File: config.mk
export PLATFORM = sky130hd
export DESIGN_NAME = xbar_wavefront_sched
export DESIGN_NICKNAME = d
export VERILOG_FILES = /design/src/rtl/xbar_wavefront_sched.sv
export SDC_FILE = /design/constraint.sdc
export NUM_CORES = 2
export LEC_CHECK = 0
export ABC_AREA = 1
export CAP_MARGIN = 20
export CORE_UTILIZATION = 35
export DETAILED_ROUTE_END_ITERATION = 8
export HOLD_SLACK_MARGIN = 0.1
export PLACE_DENSITY_LB_ADDON = 0.2
export SLEW_MARGIN = 40
export SYNTH_ARGS = -nofsm -noshare
export SYNTH_HDL_FRONTEND = slang
export SYNTH_SLANG_ARGS = --single-unit
File: constraint.sdc
create_clock -name clk -period 17.7 [get_ports clk]
set_clock_uncertainty 0.05 [all_clocks]
set_input_delay 3.54 -clock clk [delete_from_list [all_inputs] [get_ports clk]]
set_output_delay 3.54 -clock clk [all_outputs]
set_load 0.01 [all_outputs]
File: src/rtl/xbar_wavefront_sched.sv
module xbar_wavefront_sched #(
  parameter int N     = 15,
  parameter int EPOCH = 16,
  parameter int LEAD  = 4,
  localparam int SW   = $clog2(N),
  localparam int NN   = N * N
) (
  input  logic          clk,
  input  logic          rst_n,
  input  logic [NN-1:0] req,
  output logic          announce,
  output logic [NN-1:0] ann_gnt,
  output logic [NN-1:0] gnt_row,
  output logic [N*SW-1:0] src_sel,
  output logic [N-1:0]  src_vld
);

  localparam int CW = $clog2(EPOCH);
  localparam logic [CW-1:0] LAST = CW'(EPOCH - 1);
  localparam logic [CW-1:0] NLIM = CW'(N);

  logic [CW-1:0] cnt;
  logic [SW-1:0] rot;
  logic [NN-1:0] req_q;
  logic [N-1:0]  rf, cf;
  logic [N-1:0]  mt   [N];
  logic [N-1:0]  pipe [LEAD][N];
  logic [SW-1:0] diag;
  logic [SW-1:0] col  [N];
  logic [N-1:0]  hit;
  logic          sweep;

  assign sweep = (cnt != '0) && (cnt <= NLIM);

  always_comb begin
    int dsum;
    dsum = int'(rot) + int'(cnt) - 1;
    if (dsum < 0) dsum = 0;
    if (dsum >= N) dsum = dsum - N;
    diag = SW'(dsum);
  end

  always_comb begin
    for (int i = 0; i < N; i++) begin
      int c;
      c = int'(diag) - i;
      if (c < 0) c = c + N;
      col[i] = SW'(c);
      hit[i] = sweep && rf[i] && cf[col[i]] && req_q[i*N + c];
    end
  end

  always_ff @(posedge clk or negedge rst_n) begin
    if (!rst_n) begin
      cnt      <= '0;
      rot      <= '0;
      req_q    <= '0;
      rf       <= '0;
      cf       <= '0;
      announce <= 1'b0;
      for (int i = 0; i < N; i++) begin
        mt[i] <= '0;
        for (int s = 0; s < LEAD; s++) pipe[s][i] <= '0;
      end
    end else begin
      cnt      <= (cnt == LAST) ? '0 : cnt + 1'b1;
      announce <= (cnt == '0);
      if (cnt == LAST) rot <= (rot == SW'(N - 1)) ? '0 : rot + 1'b1;
      if (cnt == '0) begin
        req_q <= req;
        rf    <= '1;
        cf    <= '1;
        for (int i = 0; i < N; i++) begin
          pipe[0][i] <= mt[i];
          for (int s = 1; s < LEAD; s++) pipe[s][i] <= pipe[s-1][i];
          mt[i] <= '0;
        end
      end else begin
        for (int i = 0; i < N; i++) begin
          if (hit[i]) begin
            mt[i][col[i]] <= 1'b1;
            rf[i]         <= 1'b0;
            cf[col[i]]    <= 1'b0;
          end
        end
      end
    end
  end

  for (genvar i = 0; i < N; i++) begin : g_out
    assign ann_gnt[i*N +: N] = pipe[0][i];
    assign gnt_row[i*N +: N] = pipe[LEAD-1][i];
  end

  always_comb begin
    src_vld = '0;
    src_sel = '0;
    for (int j = 0; j < N; j++) begin
      for (int i = 0; i < N; i++) begin
        if (pipe[LEAD-1][i][j]) begin
          src_vld[j]          = 1'b1;
          src_sel[j*SW +: SW] = SW'(i);
        end
      end
    end
  end

endmodule

==> out/results.txt <==
Number of setup violations in the final report -> 0
Pin count of the biggest net entering global routing -> 223
Routed length per instance -> 28.7 um
Clock transition at the registers of the reported paths -> 0.07 ns
DIE AREA -> 216000 um^2
Die extent in x -> 465 um
Via count of the first global-routing pass -> 66900
Clock period minus worst slack -> 9.25 ns
Period Utilization, post-route -> 0.523
RSZ-0062 raised after global routing -> false
Max Clk Rate -> 108 MHz
Antenna violations before repair -> 9
Total DRC errors in the routed layout -> 0
Area growth from synthesis to layout -> 16.8%
Part of the Yosys area used for sequential elements -> 0.463
Number of synthesized flops with an enable pin -> 0
Slew at the pin closest to its max-slew limit -> 0.959 ns
Most heavily used metal layer in global routing -> met2
Class of the worst hold path -> reg2reg
Deepest level of the CTS H-tree -> 4
Share of post-route cells with drive strength above 1 -> 0.0553
Leading cell types by total area after synthesis -> sky130_fd_sc_hd__dfrtp_1 (46%), sky130_fd_sc_hd__nand2_1 (16%), sky130_fd_sc_hd__o21ai_0 (8.4%), sky130_fd_sc_hd__nand3_1 (5.4%), sky130_fd_sc_hd__inv_1 (5.3%)
Yosys Warn Count -> 0
Buffering stage count on the worst path with inverters included -> 9
Mean instance size in the synthesized netlist -> 7.37 um^2
Most frequent standard cell in the layout excluding fill and tap cells -> sky130_fd_sc_hd__nand2_1
Data required, critical path -> 18.40 ns
Number of buffers on the longest clock path -> 3
CTS resizes -> 0
Pre-Repair DR Iteration Count -> 8
Die outline height -> 465 um
Launch instance of the worst register-to-register path -> rot[1]
Cells after synthesis -> 10200
DRT iter0 DRCs -> 8118
FP Rows -> 169
Power density over the cells -> 82.7 nW/um^2
Detail Placement HPWL -> 297000 um
Critical path's slowest cell -> sky130_fd_sc_hd__ha_1
Num Clock Sinks -> 1389
Clock root buffer master -> sky130_fd_sc_hd__clkbuf_16
Post-synth net total -> 10500
Worst hold slack after final layout -> 0.408 ns
Max Transition Viols Final -> 0
Summed negative setup slack over all endpoints -> 0 ns
Met1 usage in global routing -> 0.443
Average vias per placed instance -> 5.31
Critical Path Source -> rot[1]
CTS tree -> yes
Met2 Usage GRT -> 0.546
Final wirelength -> 380000 um
Run status -> finished clean
Number of flip-flops and latches in the synthesized netlist -> 1389
Peak supply drop -> 99.9 uV
Buffer count from post-CTS setup fixing -> 0
Beginning of the worst hold path -> mt[70]
Overflow left after global routing -> 0
Final Wtd Congestion -> 1.05
Leakage power -> 41.5 nW
Wire length of the first global-routing pass -> 528000 um
Met3 Resource Use GR -> 0.0533
Leading area contributor after synthesis -> sky130_fd_sc_hd__dfrtp_1
Critical Path Max Stage Delay -> 0.55 ns
Maximum fanout along the worst path -> 59
Core Box Area -> 213000 um^2
Aggregate global-route resource usage -> 0.345
Clock insertion delay at the later pin of the skew report -> 0.86 ns
Area share of the leading cell type in the synthesized netlist -> 0.463
Number of CTS-inserted buffers -> 162
Kind of start point of the critical path -> flop
Fraction of synthesis flops using an asynchronous set or reset pin -> 1.00
Ports placed on the boundary -> 753
Type of destination of the critical path -> flop
Dominant cell type by count on the critical path -> sky130_fd_sc_hd__nor2_1
Antenna Nets Post-Route -> 0
Initial standard-cell utilization of the core -> 0.353
# port buffers -> 752
Max_slew headroom -> 0.359
Net count, final -> 10600
R2r setup slk -> 8.45 ns
Startpoint-to-endpoint class of the critical path -> reg2reg
CTS Hold Bufs -> 0
Final hold vios -> 0
Distinct cell type count after synthesis -> 63
Maxcap violations -> 0
Endpoint arrival time on the critical path -> 9.95 ns
Main flop type after synthesis -> sky130_fd_sc_hd__dfrtp_1
Cell Area, Synth -> 75100 um^2
Total vias in the final route -> 70300
Final cell utilization of the core -> 0.412
Family with the most delay on the worst path -> simple AND/OR/NAND/NOR gates
Top library cells by usage in the layout, fill and taps aside -> sky130_fd_sc_hd__nand2_1 (3267), sky130_fd_sc_hd__dfrtp_1 (1389), sky130_fd_sc_hd__o21ai_0 (1251)
-- path summary, 6_finish.rpt --
check / endpoint / depth (start not counted)
min in group asynchronous: gnt_row[128] / 1
max in group asynchronous: pipe[429] / 6
max: cf[9] / 38
max reg2reg: cf[9] / 38
min: ann_gnt[160] / 2
min reg2reg: ann_gnt[160] / 2
-- per-layer routing --
layer / up-vias / routed length (um)
met5: - / 42
met4: 6 / 27700
met3: 764 / 24000
met2: 3242 / 172000
met1: 34100 / 157000
li1: 32200 / -
-- sequential cells by signal, summed over array words and instances (netlist names) --
signal and flops:
rf 15, mt 225, req_q 225, cnt 4, cf 15, announce 1
rot 4, ann_gnt 225, gnt_row 225, pipe 450
-- layout make-up --
type | instances | area, um^2
fillers | 22200 | 125000
clock buffers | 223 | 4610
diodes | 5 | 12.5
repair buffers | 865 | 8780
clock inverters | 71 | 1000
multi-input cells | 6758 | 30800
inverters | 1103 | 4150
well taps | 2821 | 3530
flip-flops and latches | 1389 | 34800
-- Yosys cell counts (all sizes together), types with 2 or more instances --
cell / n
or3b: 2
o31ai: 4
a32oi: 2
nor2: 569
o21a: 28
nor3: 53
xnor2: 4
ha: 65
or2: 7
buf: 593
o21ai: 1287
nor4: 18
xor2: 6
nand3b: 20
a21boi: 2
o221ai: 2
a21oi: 282
inv: 1087
a31oi: 5
a22oi: 4
nand3: 832
o2111ai: 3
a31o: 15
o22ai: 21
o211ai: 75
o21bai: 7
dfrtp: 1389
clkinv: 16
nand2: 3346
clkbuf: 339
o32ai: 2
nand4: 91
-- worst register-to-register path: cells and delay by family (launching register included) --
kind / cells / cell delay (ns)
and+or+nand+nor: 23 / 4.20
AOI/OAI and AO/OA: 1 / 0.35
DFF: 1 / 0.38
adders and majority gates: 5 / 1.73
buffers and inverters: 9 / 2.47
-- stage by stage --
| step | cell area, um^2 | total power [mW] | setup slack (ns) | cells |
|---|---|---|---|---|
| floorplan | 75100 | 3.54 | 11.26 | 10200 |
| global placement | 81600 | 3.78 | 8.28 | 12900 |
| detailed placement | 81900 | 3.79 | 8.67 | 12900 |
| CTS | 87600 | 7.31 | 8.61 | 13200 |
| global route | 87700 | 7.48 | 8.17 | 13200 |
| finish | 87700 | 7.25 | 8.45 | 13200 |
-- where the power goes --
group          switching [mW]  leakage, nW  internal, mW
Clock                    1.48         2.73          2.04
Sequential             0.0923         18.5          3.26
Combinational           0.235         20.3         0.150
Total                    1.81         41.5          5.45
-- cells by family after synthesis --
group,Yosys count,synth area share
AOI/OAI and AO/OA,1743,0.123
xor gates and xnor gates,10,0.00162
adders and majority gates,66,0.0111
buffers and inverters,2035,0.128
DFF,1389,0.463
and+or+nand+nor,4939,0.273
No activity file was read; power rests on OpenSTA's default activity.
